**src/rtl/pchk_pkg.sv**
```systemverilog
package pchk_pkg;

    localparam int ERR_W      = 5;
    localparam int ERR_PRES   = 0;
    localparam int ERR_WRITE  = 1;
    localparam int ERR_USER   = 2;
    localparam int ERR_FETCH  = 4;

    typedef enum logic [1:0] {
        ACC_READ  = 2'd0,
        ACC_WRITE = 2'd1,
        ACC_FETCH = 2'd2,
        ACC_ALT   = 2'd3
    } acc_kind_e;

    typedef struct packed {
        logic present;
        logic user_ok;
        logic writable;
        logic no_exec;
    } pg_attr_t;

    typedef struct packed {
        logic wp;
        logic nxe;
    } pg_ctl_t;

    typedef struct packed {
        logic             fault;
        logic [ERR_W-1:0] err;
    } verdict_t;

    function automatic logic [ERR_W-1:0] make_err(
        input logic present,
        input logic is_write,
        input logic is_user,
        input logic is_fetch
    );
        logic [ERR_W-1:0] e;
        e            = '0;
        e[ERR_PRES]  = present;
        e[ERR_WRITE] = is_write;
        e[ERR_USER]  = is_user;
        e[ERR_FETCH] = is_fetch;
        return e;
    endfunction

endpackage

```
**src/rtl/pchk_mode.sv**
```systemverilog
module pchk_mode #(
    parameter int PRIV_W     = 2,
    parameter int USER_LEVEL = 3
) (
    input  logic [PRIV_W-1:0] cpl,
    output logic              is_user
);
    localparam logic [PRIV_W-1:0] USER_LV = PRIV_W'(USER_LEVEL);

    always_comb is_user = (cpl >= USER_LV);
endmodule

```
**src/rtl/pchk_eval.sv**
```systemverilog
module pchk_eval
    import pchk_pkg::*;
(
    input  acc_kind_e kind,
    input  pg_attr_t  attr,
    input  pg_ctl_t   ctl,
    input  logic      is_user,
    output verdict_t  verdict
);
    logic wr, fx;
    logic deny_mode, deny_write, deny_exec, fault;

    always_comb begin
        wr         = (kind == ACC_WRITE);
        fx         = (kind == ACC_FETCH);
        deny_mode  = is_user && !attr.user_ok;
        deny_write = wr && !attr.writable && (is_user || ctl.wp);
        deny_exec  = fx && attr.no_exec && ctl.nxe;
        fault      = !attr.present || deny_mode || deny_write || deny_exec;
        verdict.fault = fault;
        verdict.err   = fault ? make_err(attr.present, wr, is_user, fx) : '0;
    end
endmodule

```
**src/rtl/pchk_stage.sv**
```systemverilog
module pchk_stage #(
    parameter int W = 6
) (
    input  logic         clk,
    input  logic         rst,
    input  logic         in_valid,
    output logic         in_ready,
    input  logic [W-1:0] in_data,
    output logic         out_valid,
    input  logic         out_ready,
    output logic [W-1:0] out_data
);
    always_comb in_ready = !out_valid || out_ready;

    always_ff @(posedge clk) begin
        if (rst) begin
            out_valid <= 1'b0;
            out_data  <= '0;
        end else if (in_ready) begin
            out_valid <= in_valid;
            if (in_valid) out_data <= in_data;
        end
    end
endmodule

```
**src/rtl/page_perm_check.sv**
```systemverilog
module page_perm_check
    import pchk_pkg::*;
#(
    parameter int PRIV_W     = 2,
    parameter int USER_LEVEL = 3
) (
    input  logic              clk,
    input  logic              rst,
    input  logic              in_valid,
    output logic              in_ready,
    input  logic [PRIV_W-1:0] in_cpl,
    input  logic [1:0]        in_kind,
    input  logic              pg_present,
    input  logic              pg_user,
    input  logic              pg_writable,
    input  logic              pg_nx,
    input  logic              ctl_wp,
    input  logic              ctl_nxe,
    output logic              out_valid,
    input  logic              out_ready,
    output logic              out_fault,
    output logic [ERR_W-1:0]  out_err
);
    localparam int VW = $bits(verdict_t);

    logic     is_user;
    pg_attr_t attr;
    pg_ctl_t  ctl;
    verdict_t now_v, held_v;

    always_comb begin
        attr.present  = pg_present;
        attr.user_ok  = pg_user;
        attr.writable = pg_writable;
        attr.no_exec  = pg_nx;
        ctl.wp        = ctl_wp;
        ctl.nxe       = ctl_nxe;
    end

    pchk_mode #(.PRIV_W(PRIV_W), .USER_LEVEL(USER_LEVEL)) u_mode (
        .cpl     (in_cpl),
        .is_user (is_user)
    );

    pchk_eval u_eval (
        .kind    (acc_kind_e'(in_kind)),
        .attr    (attr),
        .ctl     (ctl),
        .is_user (is_user),
        .verdict (now_v)
    );

    pchk_stage #(.W(VW)) u_stage (
        .clk       (clk),
        .rst       (rst),
        .in_valid  (in_valid),
        .in_ready  (in_ready),
        .in_data   (now_v),
        .out_valid (out_valid),
        .out_ready (out_ready),
        .out_data  (held_v)
    );

    always_comb begin
        out_fault = held_v.fault;
        out_err   = held_v.err;
    end
endmodule

```
**config.mk**
```make
export PLATFORM = sky130hd
export DESIGN_NAME = page_perm_check
export DESIGN_NICKNAME = d
export VERILOG_FILES = /design/src/rtl/pchk_pkg.sv /design/src/rtl/pchk_mode.sv /design/src/rtl/pchk_eval.sv /design/src/rtl/pchk_stage.sv /design/src/rtl/page_perm_check.sv
export SDC_FILE = /design/constraint.sdc
export NUM_CORES = 1
export LEC_CHECK = 0
export ABC_AREA = 1
export BUFFER_PORTS_ARGS = -buffer_cell sky130_fd_sc_hd__buf_2
export CORE_AREA = 2 2 39 41
export DETAILED_ROUTE_END_ITERATION = 16
export DIE_AREA = 0 0 41 43
export MAX_ROUTING_LAYER = met4
export PLACE_DENSITY = 0.67
export SLEW_MARGIN = 5
export SYNTH_ARGS = -nofsm -noshare
export SYNTH_HDL_FRONTEND = slang
export SYNTH_HIERARCHICAL = 1
export SYNTH_SLANG_ARGS = --single-unit
```
**constraint.sdc**
```tcl
create_clock -name clk -period 1.55 [get_ports clk]
set_input_delay 0.31 -clock clk [delete_from_list [all_inputs] [get_ports clk]]
set_output_delay 0.31 -clock clk [all_outputs]
set_load 0.01 [all_outputs]
```
# After elaboration in Yosys (flattened, before gate mapping)
# Index checks and enable logic that the tools add are counted.
# totals
regBits,7
latch_bits,0
ram_bits,0
mem_bits_ro,0
output_inout_bits,8
wordCells,21
memories,0
# op_classes
add_sub_neg,0
multipliers,0
n_div,0
magnitude_cmp,1
n_eq_ne,2
n_shift,0
muxes,1
n_bitwise,0
reduce_logical,15
# ops
op,n
logical AND 1 bit,5
logical OR 1 bit,5
2-to-1 mux 5 bit,1
zero test 1 bit,4
== test 2 x 1 -> 1 bit (second input constant),1
== test 2 bit (second input constant),1
>= comparator 2 bit (second input constant),1
AND reduction 2 bit,1

# Longest topological paths before layout
# Gate-level depths: netlist of run 1.
# logic_depth
depth_word,6
ltp_mapped,11
ltp_nobuf,10

# Cells and area by module
# The synthesis of run 1 kept the hierarchy.
# by_module_without_submodules
mod,instances,cells_each,area_per_inst_um2,seq_area_each_um2
pchk_stage,1,44,319.1,140.1
pchk_eval,1,27,118.9,0.0
pchk_mode,1,2,7.5,0.0

# Least setup slack after synthesis of run 1
# Ideal clock, no wire load.
# synth_path
kind,in2reg
start,input port in_cpl[1]
end,register u_stage.out_data[5]
setup_ns,0.115
t_arrival_ns,1.088
t_required_ns,1.435
setup_slack_ns,0.347
cell_stages,11
cell_sequence,nand2_1 > inv_1 > a21oi_1 > nand2_1 > nor2_2 > inv_1 > buf_4 > inv_1 > nand3_1 > nand2_1 > nor2_1
# synth_between
elab_chain_cells,5
# synth_lines
element,line,text
from (decl),page_perm_check.sv:11,"input logic [PRIV_W-1:0] in_cpl,"
>= comparator 2 bit *,pchk_mode.sv:10,always_comb is_user = (cpl >= USER_LV);
via is_user,page_perm_check.sv:26,logic is_user;
logical AND 1 bit / logical OR 1 bit (equally long branches),"pchk_eval.sv:16, pchk_eval.sv:17",
logical OR 1 bit / logical AND 1 bit (equally long branches),"pchk_eval.sv:19, pchk_eval.sv:17",
logical OR 1 bit * (2 in a row),pchk_eval.sv:19,fault = !attr.present || deny_mode || deny_write || deny_exec;
via u_eval.fault,pchk_eval.sv:11,"logic deny_mode, deny_write, deny_exec, fault;"
to (signal assigned),pchk_stage.sv:21,if (in_valid) out_data <= in_data;
to (decl),pchk_stage.sv:11,output logic [W-1:0] out_data
# The timed path passes the listed nets; every way through them passes the cells marked *.
# A chain may end at the register's enable or synchronous reset.

# Worst setup path after layout of run 1
# layout_path
start,register u_stage.out_valid
end,output port in_ready
# layout_between
elab_chain_cells,2
# layout_lines
element,line,text
from (decl),pchk_stage.sv:9,"output logic out_valid,"
from (signal assigned),pchk_stage.sv:20,out_valid <= in_valid;
zero test 1 bit,pchk_stage.sv:13,always_comb in_ready = !out_valid || out_ready;
logical OR 1 bit,pchk_stage.sv:13,
to (decl),page_perm_check.sv:10,"output logic in_ready,"
# No other way between the ends.

==> results of run 1 <==
-- cell usage after synthesis, drive strengths merged --
| master | count |
|---|---|
| dfxtp | 7 |
| a21oi | 8 |
| inv | 20 |
| nand3 | 7 |
| conb | 1 |
| nand2 | 11 |
| nor2 | 15 |
| buf | 4 |
-- per-layer routing --
layer / routed length [um] / vias up
li1: - / 250
met1: 330 / 203
met2: 442 / 10
met3: 50 / 0
met4: 0 / 0
met5: 0 / -
-- power groups by stage --
stage / registers, mW / clock network [mW] / logic (mW)
global route: 0.202 / 0.180 / 0.118
finish: 0.200 / 0.163 / 0.102
detailed placement: 0.203 / 0 / 0.103
CTS: 0.200 / 0.175 / 0.103
floorplan: 0.210 / 0 / 0.0651
global placement: 0.203 / 0 / 0.101
-- final cells by class --
type	instances	area, um2	area share, %
Clock buffer	4	26.28	4.667
Timing Repair Buffer	21	105.1	18.67
Sequential cell	7	140.1	24.89
Multi-Input combinational cell	42	196.4	34.89
Tap cell	16	20.02	3.556
Inverter	20	75.07	13.33
-- logic make-up (layout without fill, tap and decap cells) --
kind of cell	after synthesis	after routing	share of synthesized area, %
buffers and inverters	24	45	24.44
AND/OR/NAND/NOR	33	33	34.27
flip-flops	7	7	31.46
other	1	1	0.8419
AO/OA/AOI/OAI	8	8	8.989
-- registers in the layout, indices dropped and copies added, names as in the netlist --
signal,flops
u_stage/out_data,6
u_stage/out_valid,1
-- per-stage QoR --
stage / area, um2 / instances / setup slack, ps / utilization (%) / total power, mW
2_1_floorplan: 445.4 / 73 / 346.8 / - / 0.2756
3_3_place_gp: 536.8 / 106 / 277.1 / 38.79 / 0.3046
3_5_place_dp: 536.8 / 106 / 210.5 / 38.79 / 0.3064
4_1_cts: 563.0 / 110 / 250.3 / 40.69 / 0.4779
5_1_grt: 563.0 / 110 / 179.0 / 40.69 / 0.4999
6_report: 563.0 / 110 / 262.4 / 40.69 / 0.4651
-- path summary, 6_finish.rpt --
path / startpoint / cells after the start / slack, ps / end
max: u_stage/out_valid / 2 / 260 / in_ready
min: rst / 2 / 230 / u_stage/out_valid
min reg2reg: u_stage/out_data[0] / 2 / 470 / u_stage/out_data[0]
max reg2reg: u_stage/out_valid / 4 / 680 / u_stage/out_data[4]
-- worst reg2reg max path, cell delays in order, from the launching register on --
cell and delay [ps]:
sky130_fd_sc_hd__dfxtp_1 310, sky130_fd_sc_hd__nand2_2 220, sky130_fd_sc_hd__nand3_1 110, sky130_fd_sc_hd__nand2_1 80, sky130_fd_sc_hd__nor2_1 40
==> results.json, run 1 <==
{
  "outcome": "completed",
  "required_ps": 1240,
  "fp-row-count": 14,
  "postSynthNetCount": 87,
  "fmax_mhz": 776.7,
  "cp_bufs_invs": 1,
  "clk_path_buf_depth": 2,
  "grt_pass1_vias": 416,
  "total_gr_overflow": 0,
  "timing.clock.skew_ps": 2.117,
  "worst_ep_arrival_time_ps": 980,
  "powerDensity_nw_per_um2": 826.1,
  "globalRouteMet1Util_pct": 11.94,
  "grt_busiest_layer": "met2",
  "viasPerCell": 4.209,
  "grt_max_degree": 15,
  "dieArea_um2": 1763,
  "grt_setup_unrepaired": "false",
  "fin_crit_ps": 1288,
  "cpLargestDelayFamily": "flip-flops",
  "ir_worst_vdd_uv": 552.8,
  "synth_area_leaders": "sky130_fd_sc_hd__dfxtp_1, sky130_fd_sc_hd__inv_1, sky130_fd_sc_hd__nor2_1",
  "dr_total_vias": 463,
  "synth_warnings": 6,
  "most-common-layout-cells": "sky130_fd_sc_hd__buf_2, sky130_fd_sc_hd__inv_1, sky130_fd_sc_hd__nor2_1",
  "number_of_buffers_inserted_by_hold_repair_at_cts": 0,
  "timing.final.setup_violations": 0,
  "postRouteAntennaNets": 0,
  "htree_num_levels": 1,
  "syn_to_final_growth_pct": 26.40,
  "globalRouteTotalUtil_pct": 12.36,
  "timing.final.max_slew_violations": 0,
  "final_layout_size_suffix_gt1_share_pct": 32.98,
  "crit_slowest_cell": "sky130_fd_sc_hd__dfxtp_1",
  "setup.worst_path.class": "flop to output pin",
  "avg_inst_size_synth_um2": 6.102,
  "synth-seq-cells": 7,
  "hold_violations": 0,
  "netlist.top_cell.by_area": "sky130_fd_sc_hd__dfxtp_1",
  "core_area_um2": 1384,
  "worst_path_largest_cell_delay_ps": 310,
  "insertedDiodeCount": 0,
  "floorplan.initialDensity_pct": 32.19,
  "synth.top_cell.area_share_pct": 31.46,
  "drtIter0Drc": 4,
  "cell_internal_power_dissipation_mw": 0.3364,
  "tritoncts": "yes",
  "die_width_um": 41,
  "totalWireLength_um": 822,
  "first_pass_grt_wire_length_um": 1490,
  "portBuffers": 21,
  "synth_area_um2": 445.4,
  "boundaryPins": 22,
  "post_synth_num_cell_types": 13,
  "met2_usage_pct": 20.63,
  "cts_buffers": 3,
  "seq_power_share_pct": 43.0,
  "swShare_pct": 27.67,
  "cap_violations": 0,
  "synthCells": 73,
  "routedWlPerCell_um": 7.473,
  "clk_pin_slew_worst_paths_ps": 50,
  "p_leak_nw": 0.3407,
  "layout.nets": 109,
  "drt_first_pass_iters": 4,
  "clock-root-buffer": "sky130_fd_sc_hd__clkbuf_4",
  "gp_congestion": 0.7220,
  "yosysSeqAreaShare_pct": 31.46,
  "hold_path_class": "primary input to flop",
  "grt_antenna_before_repair": 0,
  "ctsResizeCount": 0,
  "fp.dieH_um": 43,
  "layout.filler_cells": 177,
  "post_route_clock_period_utilization_pct": 83.07,
  "layout_commonest_cell": "sky130_fd_sc_hd__buf_2",
  "post-route-drc-count": 0,
  "worstPathCellList": "nand2_2, buf_2",
  "dp_hpwl_um": 645.4,
  "crit_path_start_kind": "flop",
  "setup_tns_ps": 0,
  "timing.critical_path.to_type": "output pin",
  "clk_latency_ps": 250,
  "total_switching_power_mw": 0.1287,
  "clock-sinks": 7,
  "p_comb_share_pct": 21.9,
  "final.hold.worst_slack_ps": 225.9,
  "crit_fanout": 14,
  "clock_power_share_pct": 35.1,
  "postCtsSetupRepairBufs": 0,
  "grt.met3_usage_pct": 6.283
}
(Power assumes the default switching activity.)
==> inputs of run 2 (changes only) <==
--- a/config.mk
+++ b/config.mk
@@ -5,13 +5,13 @@
 export SDC_FILE = /design/constraint.sdc
 export NUM_CORES = 1
 export LEC_CHECK = 0
-export ABC_AREA = 1
+export ABC_AREA = 0
 export BUFFER_PORTS_ARGS = -buffer_cell sky130_fd_sc_hd__buf_2
 export CORE_AREA = 2 2 39 41
 export DETAILED_ROUTE_END_ITERATION = 16
 export DIE_AREA = 0 0 41 43
 export MAX_ROUTING_LAYER = met4
-export PLACE_DENSITY = 0.67
+export PLACE_DENSITY = 0.66
 export SLEW_MARGIN = 5
 export SYNTH_ARGS = -nofsm -noshare
 export SYNTH_HDL_FRONTEND = slang
==> constraint.sdc (replaced) <==
create_clock -name clk -period 1.1 [get_ports clk]
set_input_delay 0.22 -clock clk [delete_from_list [all_inputs] [get_ports clk]]
set_output_delay 0.22 -clock clk [all_outputs]
set_load 0.01 [all_outputs]
==> results.json, run 2 <==
{
  "p_leak_nw": 0.2750,
  "grt_max_degree": 14,
  "dr_total_vias": 406,
  "ff2ff_path_depth": 4,
  "worst_ep_arrival_time_ps": 1340,
  "post_synth_num_cell_types": 20,
  "clock-sinks": 7,
  "layout.nets": 85,
  "first_pass_grt_wire_length_um": 1435,
  "drt_first_pass_iters": 3,
  "postRouteAntennaNets": 0,
  "htree_num_levels": 1,
  "cap_violations": 0,
  "grt_setup_unrepaired": "true",
  "synth-seq-cells": 7,
  "fp-row-count": 14,
  "layout.filler_cells": 148,
  "outcome": "finished, violations left",
  "final_core_util_pct": 42.77,
  "finalWorstSetupSlack_ps": -51.61,
  "final_layout_size_suffix_gt1_share_pct": 54.29,
  "clk_path_buf_depth": 2,
  "top_regs": "u_stage/out_data (6), u_stage/out_valid (1)",
  "yosysSeqAreaShare_pct": 34.57,
  "ff_latch_area_um2": 141.4,
  "fp.dieH_um": 43,
  "worstSetupPathDepth": 7,
  "timing.final.max_slew_violations": 0,
  "die_width_um": 41,
  "synth-edff-count": 0,
  "fin_crit_ps": 1152,
  "setup_tns_ps": -51.61,
  "clock_power_share_pct": 36.8,
  "dpl.cell_count": 81,
  "portBuffers": 21,
  "ir_worst_vdd_uv": 320.8,
  "most-common-layout-cells": "sky130_fd_sc_hd__buf_2, sky130_fd_sc_hd__nand3_1, sky130_fd_sc_hd__a21bo_1, sky130_fd_sc_hd__dfxtp_1, sky130_fd_sc_hd__a21oi_1",
  "crit_slowest_cell": "sky130_fd_sc_hd__or4_4",
  "worstPathCellList": "buf_6, and2_4, nor2_1, or4_4, a311oi_2, nand3_1, a21oi_2",
  "multi_input_area_um2": 242.7,
  "total_gr_overflow": 0,
  "post-route-drc-count": 0,
  "syn_to_final_growth_pct": 45.99,
  "clock-root-buffer": "sky130_fd_sc_hd__clkbuf_4",
  "synth_area_leaders": "sky130_fd_sc_hd__dfxtp_1, sky130_fd_sc_hd__a21bo_1, sky130_fd_sc_hd__a21oi_1",
  "fmax_mhz": 868.4,
  "asyncSetResetFlopFracSynth_pct": 0,
  "synth_warnings": 6,
  "totalWireLength_um": 936,
  "postSynthNetCount": 59,
  "setup.worst_path.class": "primary input to flop",
  "boundaryPins": 22,
  "gp_congestion": 0.7057,
  "pre_cts_slack_ps": -312.1,
  "timing.critical_path.to_type": "flop",
  "insertedDiodeCount": 0,
  "netlist.top_cell.by_area": "sky130_fd_sc_hd__dfxtp_1",
  "layout_commonest_cell": "sky130_fd_sc_hd__buf_2",
  "avg_inst_size_synth_um2": 9.009,
  "worstHoldPathCells": 2,
  "dieArea_um2": 1763,
  "drtIter0Drc": 6,
  "p_comb_share_pct": 20.7,
  "dp_hpwl_um": 658.4,
  "worst_path_largest_cell_delay_ps": 440,
  "crit_path_start_kind": "primary input",
  "post_route_clock_period_utilization_pct": 104.7,
  "timing.clock.skew_ps": 0.9404,
  "layoutNonFillerInstCount": 86,
  "clk_latency_ps": 250,
  "finish.instance_area_um2": 591.8,
  "core_area_um2": 1384,
  "violated_checks": "negative setup slack",
  "post_synth_most_frequent_cells": "sky130_fd_sc_hd__a21oi_1, sky130_fd_sc_hd__dfxtp_1, sky130_fd_sc_hd__a21bo_1, sky130_fd_sc_hd__nand3_1",
  "grt_pass1_vias": 384,
  "cts_buffers": 3,
  "total_switching_power_mw": 0.1655,
  "timing.final.setup_violations": 1,
  "synth_area_um2": 405.4,
  "hold_violations": 0,
  "powerDensity_nw_per_um2": 1087,
  "viasPerCell": 4.721,
  "dpl-instance-area_um2": 524.3,
  "crit_fanout": 4,
  "clk_pin_slew_worst_paths_ps": 50,
  "tritoncts": "yes",
  "cp_bufs_invs": 1,
  "synthCells": 45,
  "top_register_by_number_of_flip_flops": "u_stage/out_data",
  "grt_antenna_before_repair": 0,
  "swShare_pct": 25.73,
  "hold_path_class": "primary input to flop",
  "seq_power_share_pct": 42.5,
  "routedWlPerCell_um": 10.88,
  "floorplan.initialDensity_pct": 29.29,
  "number_of_buffers_inserted_by_hold_repair_at_cts": 0,
  "required_ps": 1290,
  "cpLargestDelayFamily": "simple AND/OR/NAND/NOR gates",
  "synth_top_flop_cell": "sky130_fd_sc_hd__dfxtp_1",
  "globalRouteTotalUtil_pct": 12.19,
  "cell_internal_power_dissipation_mw": 0.4777,
  "largest_reg_flops": 6,
  "synth.top_cell.area_share_pct": 34.57
}
run 2: cell count changes after synthesis, sizes merged, moves of 2 or more:
cell and change:
inv -18, nor2 -14, nand2 -10, a21bo +6, a21boi +2, nand2b +2
run 2: layout make-up:
type,instances,share of cell area (%)
inverters,2,1.268
flip-flops and latches,7,23.89
clock buffers,4,4.440
well taps,16,3.383
multi-input cells,32,41.01
repair buffers,25,26.00
run 2: through the flow:
step	hold slack (ps)	total power, mW
floorplan	289.1	0.3485
global placement	482.0	0.3945
detailed placement	484.9	0.3967
CTS	214.0	0.6476
global route	239.7	0.6757
finish	232.6	0.6431
run 2: per-layer routing:
layer | track usage, % | wire length [um] | up-vias
met3 | 1.571 | 32 | 0
met2 | 17.19 | 482 | 7
li1 | - | - | 206
met1 | 15.64 | 421 | 193
met5 | - | 0 | -
met4 | 8.000 | 0 | 0
run 2: cells by family after synthesis:
logic type	after synthesis	share of synthesized area [%]
other	1	0.9250
flip-flops	7	34.57
AND/OR/NAND/NOR	15	24.08
AO/OA/AOI/OAI	16	30.86
buffers and inverters	6	9.566
run 2: worst reg2reg max path: stages (launching register included):
cell and delay, ps:
sky130_fd_sc_hd__dfxtp_2 340, sky130_fd_sc_hd__nand2b_4 50, sky130_fd_sc_hd__buf_4 170, sky130_fd_sc_hd__a21bo_1 200, sky130_fd_sc_hd__a21oi_1 140
run 2: what timing repair did:
action / in CTS / in global routing
gates cloned: 0 / 0
gates resized for setup: 5 / 5
endpoints found under the hold margin: 0 / 0
setup buffers: 1 / 0
setup endpoints to repair: 3 / 4
run 2: worst paths after layout:
path                        from  slack, ps             endpoint
min                          rst        230  u_stage/out_data[1]
min reg2reg  u_stage/out_data[5]        580  u_stage/out_data[5]
max reg2reg    u_stage/out_valid        120  u_stage/out_data[3]
max                    in_cpl[1]        -50  u_stage/out_data[1]
run 2: power by group through the flow:
stage / combinational, mW / clock [mW] / sequential [mW]
3_5_place_dp: 0.119 / 0 / 0.278
2_1_floorplan: 0.0645 / 0 / 0.284
6_report: 0.133 / 0.236 / 0.273
3_3_place_gp: 0.117 / 0 / 0.278
5_1_grt: 0.145 / 0.256 / 0.275
4_1_cts: 0.129 / 0.245 / 0.273
==> inputs of run 3 (changes only) <==
--- a/config.mk
+++ b/config.mk
@@ -12,6 +12,7 @@
 export DIE_AREA = 0 0 41 43
 export MAX_ROUTING_LAYER = met4
 export PLACE_DENSITY = 0.66
+export SETUP_SLACK_MARGIN = 0.5
 export SLEW_MARGIN = 5
 export SYNTH_ARGS = -nofsm -noshare
 export SYNTH_HDL_FRONTEND = slang
==> results.json, run 3 (same netlist as run 2, synthesis figures left out) <==
{
  "outcome": "finished, violations left",
  "most-common-layout-cells": "sky130_fd_sc_hd__buf_2, sky130_fd_sc_hd__buf_6, sky130_fd_sc_hd__buf_4, sky130_fd_sc_hd__nand3_1, sky130_fd_sc_hd__a21bo_1",
  "dpl-instance-area_um2": 546.8,
  "worstHoldPathCells": 2,
  "fin_crit_ps": 1227,
  "insertedDiodeCount": 0,
  "die_width_um": 41,
  "p_leak_nw": 0.3436,
  "fmax_mhz": 815.0,
  "grt_antenna_before_repair": 0,
  "report.power.total_mw": 0.7085,
  "dr_wl_met3_um": 96,
  "finish.instance_area_um2": 749.5,
  "fp-row-count": 14,
  "timing.final.max_slew_violations": 0,
  "met1_length_um": 480,
  "worst_hold_startpoint": "rst",
  "top_regs": "u_stage/out_data (6), u_stage/out_valid (1)",
  "crit_slowest_cell": "sky130_fd_sc_hd__or4_4",
  "worst_hold_end": "u_stage/out_valid",
  "drtIter0Drc": 6,
  "fp.dieH_um": 43,
  "finalWorstSetupSlack_ps": -127.0,
  "clk_latency_ps": 250,
  "setup.worst_path.class": "primary input to flop",
  "timing.critical_path.to_type": "flop",
  "top_register_by_number_of_flip_flops": "u_stage/out_data",
  "worstPathCellList": "buf_6, and2_4, nor2_4, or4_4, a311oi_2, nand3_1, a21oi_1",
  "globalRouteTotalUtil_pct": 16.70,
  "timing.clock.skew_ps": 1.698,
  "boundaryPins": 22,
  "dieArea_um2": 1763,
  "powerDensity_nw_per_um2": 945.3,
  "timing.rr.end": "u_stage/out_data[1]",
  "floorplan.initialDensity_pct": 29.29,
  "routedWlPerCell_um": 12.68,
  "clk_pin_slew_worst_paths_ps": 60,
  "crit_path_start_kind": "primary input",
  "syn_to_final_growth_pct": 84.88,
  "tritoncts": "yes",
  "final_layout_size_suffix_gt1_share_pct": 69.74,
  "worst_ep_arrival_time_ps": 1400,
  "layout.nets": 91,
  "post-route-drc-count": 0,
  "hold_violations": 0,
  "core_area_um2": 1384,
  "crit_fanout": 3,
  "rr_startpoint": "u_stage/out_valid",
  "worstSetupPathDepth": 7,
  "dp_hpwl_um": 699.9,
  "total_gr_overflow": 0,
  "cp_bufs_invs": 1,
  "postRouteAntennaNets": 0,
  "dr_total_vias": 465,
  "gp_congestion": 0.7992,
  "first_pass_grt_wire_length_um": 1938,
  "layout_commonest_cell": "sky130_fd_sc_hd__buf_2",
  "totalWireLength_um": 1167,
  "post_route_clock_period_utilization_pct": 111.5,
  "ir_worst_vdd_uv": 513.3,
  "worst_path_largest_cell_delay_ps": 440,
  "required_ps": 1280,
  "layoutNonFillerInstCount": 92,
  "number_of_buffers_inserted_by_hold_repair_at_cts": 0,
  "setup.reg_to_reg.worst_slack_ps": 90,
  "route.top_layer_used": "met3",
  "cap_violations": 0,
  "portBuffers": 21,
  "htree_num_levels": 1,
  "clk_path_buf_depth": 2,
  "grt_setup_unrepaired": "true",
  "grt_max_degree": 14,
  "cts_buffers": 3,
  "clock-root-buffer": "sky130_fd_sc_hd__clkbuf_4",
  "drt_first_pass_iters": 4,
  "clock-sinks": 7,
  "hold_path_class": "primary input to flop",
  "viasPerCell": 5.054,
  "ff2ff_path_depth": 4,
  "violated_checks": "negative setup slack",
  "final_core_util_pct": 54.16,
  "wl_met2_um": 591,
  "cpLargestDelayFamily": "simple AND/OR/NAND/NOR gates",
  "timing.final.setup_violations": 4,
  "largest_reg_flops": 6,
  "grt_pass1_vias": 497,
  "dpl.cell_count": 83
}
[run 3: cell count changes in the layout (fill, tap and decap cells not counted), moves of 2 or more]
cell | previous run | this run
sky130_fd_sc_hd__dfxtp_1 | 6 | 1
sky130_fd_sc_hd__buf_2 | 18 | 12
sky130_fd_sc_hd__a21boi_1 | 2 | 0
sky130_fd_sc_hd__buf_4 | 4 | 6
sky130_fd_sc_hd__buf_6 | 3 | 11
sky130_fd_sc_hd__a21boi_2 | 0 | 2
sky130_fd_sc_hd__dfxtp_2 | 1 | 5
[run 3: area by class of cell]
type	instances	area, um2
fill	135	634.4
timing repair buffer	31	276.5
multi-input combinational	32	269.0
sequential	7	150.1
clock buffer	4	26.28
tap	16	20.02
inverter	2	7.507
[run 3: through the flow]
stage	setup TNS (ps)	hold slack [ps]	setup slack [ps]
after detailed placement	-1300	466.3	-353.0
after global placement	-1193	468.6	-299.3
final	-267.0	219.6	-127.0
after CTS	-174.7	199.9	-87.79
after floorplan	-504.2	273.3	-173.0
after global routing	-460.5	206.7	-150.4
[run 3: power breakdown]
| part | switching [mW] | leakage, nW | internal (mW) | total, mW |
|---|---|---|---|---|
| registers | 0.00897 | 0.0600 | 0.267 | 0.276 |
| clock network | 0.102 | 0.0150 | 0.139 | 0.241 |
| logic | 0.0740 | 0.269 | 0.118 | 0.192 |
| total | 0.185 | 0.344 | 0.524 | 0.708 |
[run 3: how the worst max path moves through the flow]
stage,start,end,slack [ps]
floorplan,in_cpl[1],u_stage/out_data[1],-170
global placement,in_cpl[1],u_stage/out_data[2],-300
detailed placement,in_kind[0],u_stage/out_data[1],-350
CTS,in_cpl[1],u_stage/out_data[1],-90
global route,in_cpl[1],u_stage/out_data[1],-150
finish,in_cpl[1],u_stage/out_data[1],-130
[run 3: repair_timing]
| action | 4_1_cts | 5_1_grt |
|---|---|---|
| cloned | 1 | 0 |
| setup endpoints to repair | 15 | 15 |
| gates resized for setup | 26 | 2 |
| pin swaps | 9 | 5 |
| setup buffers | 4 | 0 |
[run 3: metal layers]
| metal | global-route usage [%] | up-vias |
|---|---|---|
| met5 | - | - |
| met4 | 6.667 | 0 |
| met3 | 7.330 | 0 |
| met2 | 24.38 | 22 |
| met1 | 19.42 | 222 |
| li1 | - | 221 |
